==> src/rtl/cardclk_pkg.sv <==
package cardclk_pkg;
  localparam int CC_DIV_W = 8;

  typedef enum logic {
    SRC_DIV    = 1'b0,
    SRC_MASTER = 1'b1
  } cc_src_e;
endpackage

==> src/rtl/cardclk_rst_sync.sv <==
module cardclk_rst_sync #(
  parameter int STAGES = 2
) (
  input  logic clk_i,
  input  logic rst_ni,
  output logic rst_no
);
  logic [STAGES-1:0] sync_q;

  always_ff @(posedge clk_i or negedge rst_ni) begin
    if (!rst_ni) sync_q <= '0;
    else         sync_q <= {sync_q[STAGES-2:0], 1'b1};
  end

  assign rst_no = sync_q[STAGES-1];
endmodule

==> src/rtl/cardclk_div.sv <==
module cardclk_div #(
  parameter int DIV_W = 8
) (
  input  logic             clk_i,
  input  logic             rst_ni,
  input  logic             run_i,
  input  logic [DIV_W-1:0] div_i,
  output logic             clk_o,
  output logic             rise_o,
  output logic             fall_o
);
  logic [DIV_W-1:0] cnt_q, cnt_d;
  logic [DIV_W-1:0] lim_q, lim_d;
  logic             ph_q, ph_d;
  logic             rise_d, fall_d;
  logic             tick;

  always_comb begin
    tick   = (cnt_q == lim_q);
    cnt_d  = cnt_q + 1'b1;
    lim_d  = lim_q;
    ph_d   = ph_q;
    rise_d = 1'b0;
    fall_d = 1'b0;
    if (ph_q) begin
      // high phase always runs to its full length
      if (tick) begin
        ph_d   = 1'b0;
        cnt_d  = '0;
        fall_d = 1'b1;
        lim_d  = div_i;
      end
    end else if (!run_i) begin
      // parked low; keep tracking the divider
      cnt_d = '0;
      lim_d = div_i;
    end else if (tick) begin
      ph_d   = 1'b1;
      cnt_d  = '0;
      rise_d = 1'b1;
    end
  end

  always_ff @(posedge clk_i or negedge rst_ni) begin
    if (!rst_ni) begin
      cnt_q  <= '0;
      lim_q  <= '0;
      ph_q   <= 1'b0;
      rise_o <= 1'b0;
      fall_o <= 1'b0;
    end else begin
      cnt_q  <= cnt_d;
      lim_q  <= lim_d;
      ph_q   <= ph_d;
      rise_o <= rise_d;
      fall_o <= fall_d;
    end
  end

  assign clk_o = ph_q;
endmodule

==> src/rtl/cardclk_bypass_gate.sv <==
module cardclk_bypass_gate (
  input  logic clk_i,
  input  logic rst_ni,
  input  logic run_i,
  output logic gate_o
);
  // enable updated while the master clock is low, so the AND never glitches
  always_ff @(negedge clk_i or negedge rst_ni) begin
    if (!rst_ni) gate_o <= 1'b0;
    else         gate_o <= run_i;
  end
endmodule

==> src/rtl/cardclk_gen.sv <==
module cardclk_gen
  import cardclk_pkg::*;
#(
  parameter int DIV_W = CC_DIV_W
) (
  input  logic             clk_i,
  input  logic             rst_ni,
  input  logic [DIV_W+3:0] ctrl_i,
  input  logic             bus_active_i,
  output logic             card_clk_o,
  output logic             rise_stb_o,
  output logic             fall_stb_o,
  output logic             wide_bus_o
);
  localparam int EN_BIT = DIV_W;
  localparam int PS_BIT = DIV_W + 1;
  localparam int BY_BIT = DIV_W + 2;
  localparam int WB_BIT = DIV_W + 3;

  logic    rst_n;
  cc_src_e src_q, src_d;
  logic    on_master, want_master, run_req;
  logic    div_clk, div_rise, div_fall, gate_q;
  logic    byp_stb_q, byp_stb_d;
  logic    wide_q, wide_d;

  cardclk_rst_sync #(.STAGES(2)) u_rst (
    .clk_i  (clk_i),
    .rst_ni (rst_ni),
    .rst_no (rst_n)
  );

  always_comb begin
    on_master   = (src_q == SRC_MASTER);
    want_master = ctrl_i[BY_BIT];
    run_req     = ctrl_i[EN_BIT] & (~ctrl_i[PS_BIT] | bus_active_i)
                  & (want_master == on_master);
    src_d       = src_q;
    if ((want_master != on_master) && !div_clk && !gate_q)
      src_d = want_master ? SRC_MASTER : SRC_DIV;
    byp_stb_d   = on_master & gate_q;
    wide_d      = ctrl_i[WB_BIT];
  end

  always_ff @(posedge clk_i or negedge rst_n) begin
    if (!rst_n) begin
      src_q     <= SRC_DIV;
      byp_stb_q <= 1'b0;
      wide_q    <= 1'b0;
    end else begin
      src_q     <= src_d;
      byp_stb_q <= byp_stb_d;
      wide_q    <= wide_d;
    end
  end

  cardclk_div #(.DIV_W(DIV_W)) u_div (
    .clk_i  (clk_i),
    .rst_ni (rst_n),
    .run_i  (run_req & ~on_master),
    .div_i  (ctrl_i[DIV_W-1:0]),
    .clk_o  (div_clk),
    .rise_o (div_rise),
    .fall_o (div_fall)
  );

  cardclk_bypass_gate u_gate (
    .clk_i  (clk_i),
    .rst_ni (rst_n),
    .run_i  (run_req & on_master),
    .gate_o (gate_q)
  );

  assign card_clk_o = on_master ? (clk_i & gate_q) : div_clk;
  assign rise_stb_o = on_master ? byp_stb_q : div_rise;
  assign fall_stb_o = on_master ? byp_stb_q : div_fall;
  assign wide_bus_o = wide_q;
endmodule

==> config.mk <==
export PLATFORM = sky130hd
export DESIGN_NAME = cardclk_gen
export DESIGN_NICKNAME = d
export VERILOG_FILES = /design/src/rtl/cardclk_pkg.sv /design/src/rtl/cardclk_rst_sync.sv /design/src/rtl/cardclk_div.sv /design/src/rtl/cardclk_bypass_gate.sv /design/src/rtl/cardclk_gen.sv
export SDC_FILE = /design/constraint.sdc
export NUM_CORES = 1
export LEC_CHECK = 0
export BUFFER_PORTS_ARGS = -buffer_cell sky130_fd_sc_hd__buf_2
export CAP_MARGIN = 20
export CORE_ASPECT_RATIO = 2
export CORE_MARGIN = 5
export CORE_UTILIZATION = 50
export CTS_CLUSTER_SIZE = 24
export DETAILED_ROUTE_END_ITERATION = 6
export GPL_TIMING_DRIVEN = 1
export PLACE_DENSITY = 0.71
export SYNTH_ARGS = -nofsm -noshare
export SYNTH_HDL_FRONTEND = slang
export SYNTH_SLANG_ARGS = --single-unit
==> constraint.sdc <==
create_clock -name clk_i -period 0.8 [get_ports clk_i]
set_input_delay 0.16 -clock clk_i [delete_from_list [all_inputs] [get_ports clk_i]]
set_output_delay 0.16 -clock clk_i [all_outputs]
set_load 0.03 [all_outputs]
==> summary.md <==
| Metric | Value |
|---|---|
| Largest net degree at the start of global routing | `16` |
| Die width | `46.76 um` |
| Worst setup margin | `-1.037 ns` |
| Worst hold margin | `0.07025 ns` |
| Critical path class | `register to primary output` |
| Worst-path clk slew | `0.10 ns` |
| Overall Power | `2.613 mW` |
| Status | `complete, but fails checks` |
| Syn nets | `142` |
| Failing checks | `negative setup slack` |
| Grt total ovfl | `0` |
| Global-route usage over all layers | `21.68%` |
| Sequential-to-total area share from yosys stat | `46.30%` |
| Setup violators final | `26` |
| Die area | `0.003905 mm^2` |
| Pre-Repair DR Iteration Count | `4` |
| Pre-CTS WS | `-0.6334 ns` |
| Starting Density | `52.58%` |
| Syn_area_per_cell | `10.72 um^2` |
| Area growth from synthesis to layout | `57.50%` |
| Crit end category | `primary output` |
| Most frequent cells in the layout | `30 x buf_4, 22 x dfrtp_1, 14 x buf_2, 10 x buf_6` |
| Io pins | `19` |
| Slew Limit Fails | `0` |
| CP startpoint kind | `register` |
| Pwr dens | `1228 mW/mm^2` |
| Commonest non-fill, non-tap cell in the layout | `buf_4` |
| Ratio of cells with drive above 1 in the final layout | `53.44%` |
| Critical path fanouts, max | `2` |
| Crit path DAT | `1.68 ns` |
| MaxCap Viol Count | `0` |
| DR WL/cell | `18.77 um` |
| Setup tns final | `-16.51 ns` |
| Final GP Congestion | `0.7843` |
| DRT Wirelength | `4074 um` |
| Post-Syn Instances | `126` |
| FP Rows | `26` |
| Initial antenna violation count | `0` |
| Critical Path RT | `0.64 ns` |
| Distinct cells, synth | `35` |
| CTS tree | `yes` |
| Drt initial violations | `47` |
| Via density | `5.696` |
| Post-route ant nets | `0` |
| RSZ-0062 raised after global routing | `true` |
| Fin nets | `206` |
| Die Ht | `83.52 um` |
| Layout Utilization | `82.81%` |
| Dpl hpwl | `2461 um` |
| YS warnings | `0` |
| Fin. Hold Viols | `0` |
| Number of global-route vias before repair | `1,341` |
| Fillers | `141` |
| Hold Path Class | `input pin to register` |
| N_diodes | `0` |
| Via count | `1,236` |
| Core Box Area | `0.002570 mm^2` |
| PortBufs | `18` |
| Post-Syn Area | `0.001351 mm^2` |
| Yosys reg bits | `25` |
| Maximum vdd drop | `1.355 mV` |
| Layout Skew | `0.03599 ns` |
| Leak Pwr | `1.037 nW` |
| Clock Latency Late Sink | `0.41 ns` |
| First-pass GRT wire length | `5996 um` |
| Residual DRC | `0` |
-- state kept, by name, summed over array words and instances, names as in the netlist --
signal	flops
u_div.cnt_q	8
u_div.lim_q	8
u_rst.sync_q	2
byp_stb_q	1
on_master	1
u_div.clk_o	1
u_div.fall_o	1
u_div.rise_o	1
u_gate.gate_o	1
wide_bus_o	1
-- report_power, final --
part           switching (mW)  internal [mW]
Sequential            0.00368           1.27
Clock                   0.543          0.676
Combinational          0.0613         0.0580
-- cell usage after synthesis --
master      n  area share, %
nor2_1      9            2.5
and3_2      1           0.56
nor3_2      1           0.74
inv_1       3           0.83
nor3_1      1           0.37
conb_1      1           0.28
and4_2      1           0.74
and3_1      2           0.93
nand4_2     2            1.9
nand3_1     2           0.74
and2b_1     3            1.7
and2_1      1           0.46
buf_2       4            1.5
dfrtp_1    24             44
o211ai_1    8            4.4
o21bai_1    1           0.56
nand2b_1    1           0.46
nand4_1     9            4.2
o2bb2ai_1   1           0.65
nand4_4     1            1.6
buf_6       1           0.83
mux2_2      1           0.83
xnor2_1    10            6.5
xor2_1      4            2.6
nor2b_1     5            2.3
nor2_4      2            1.7
nand2_1    10            2.8
mux2i_1     8            5.9
dfrtn_1     1            1.9
ha_1        1           0.93
o21ai_0     2           0.74
o22ai_4     1            1.5
and2_2      1           0.56
clkinv_1    1           0.28
and4_1      2            1.3
-- layout make-up --
cell class                      instances  area [um^2]  share of cell area, %
Timing Repair Buffer                   59        499.2                  23.46
Multi-Input combinational cell         93        848.3                  39.86
Clock buffer                            7        93.84                  4.409
Clock inverter                          1        7.507                 0.3527
Sequential cell                        25        628.1                  29.51
Tap cell                               28        35.03                  1.646
Inverter                                4        16.27                 0.7643
-- final timing paths --
check                                           start                    endpoint  slack (ns)  cells after the start
min reg2reg                 u_rst.sync_q[1]$_DFF_PN0_       on_master$_DFFE_PN0P_        0.21                      1
max in group asynchronous   u_rst.sync_q[1]$_DFF_PN0_     u_gate.gate_o$_DFF_NN0_        0.35                      0
max reg2reg                u_div.lim_q[6]$_DFFE_PN0P_  u_div.lim_q[4]$_DFFE_PN0P_       -0.77                      6
min in group asynchronous                      rst_ni   u_rst.sync_q[1]$_DFF_PN0_        0.08                      2
max                           u_gate.gate_o$_DFF_NN0_                  card_clk_o       -1.04                      3
min                                         ctrl_i[2]  u_div.lim_q[2]$_DFFE_PN0P_        0.07                      3
-- per-stage QoR --
step	std cells	area, um^2
floorplan	126	1379
global route	217	2128
global placement	195	1695
detailed placement	195	1695
finish	217	2128
CTS	209	2028
-- timing repair --
action / CTS / global route
pin swaps: 22 / 18
endpoints found under the setup margin: 26 / 26
setup buffers: 3 / 8
endpoints found under the hold margin: 3 / 0
hold buffers: 2 / 0
resized for setup: 35 / 8
gates cloned: 2 / 0
-- layer usage --
layer	global-route usage (%)	part of all wire, %	wire length, um
met1	21.61	35	1423
met2	35.56	59	2395
met3	7.127	4.1	169
met4	13.85	2.1	85
met5	0	0	0
-- worst max-delay path, stage by stage, from the launching register on --
cell       delay (ns)
dfrtn_1          0.43
and2_4           0.18
o2bb2ai_4        0.12
buf_6            0.14
-- logic make-up (layout without fill, tap and decap cells) --
group	count (synthesis)	count (layout)	synth area share, %
mux	9	9	6.759
flops	25	25	46.30
xor+xnor	14	14	9.074
other cells	1	1	0.2775
compound gates	13	13	7.871
buf+inv	9	71	3.426
fa+ha+maj	1	1	0.9258
simple gates	54	55	25.37
(Power assumes the default switching activity.)
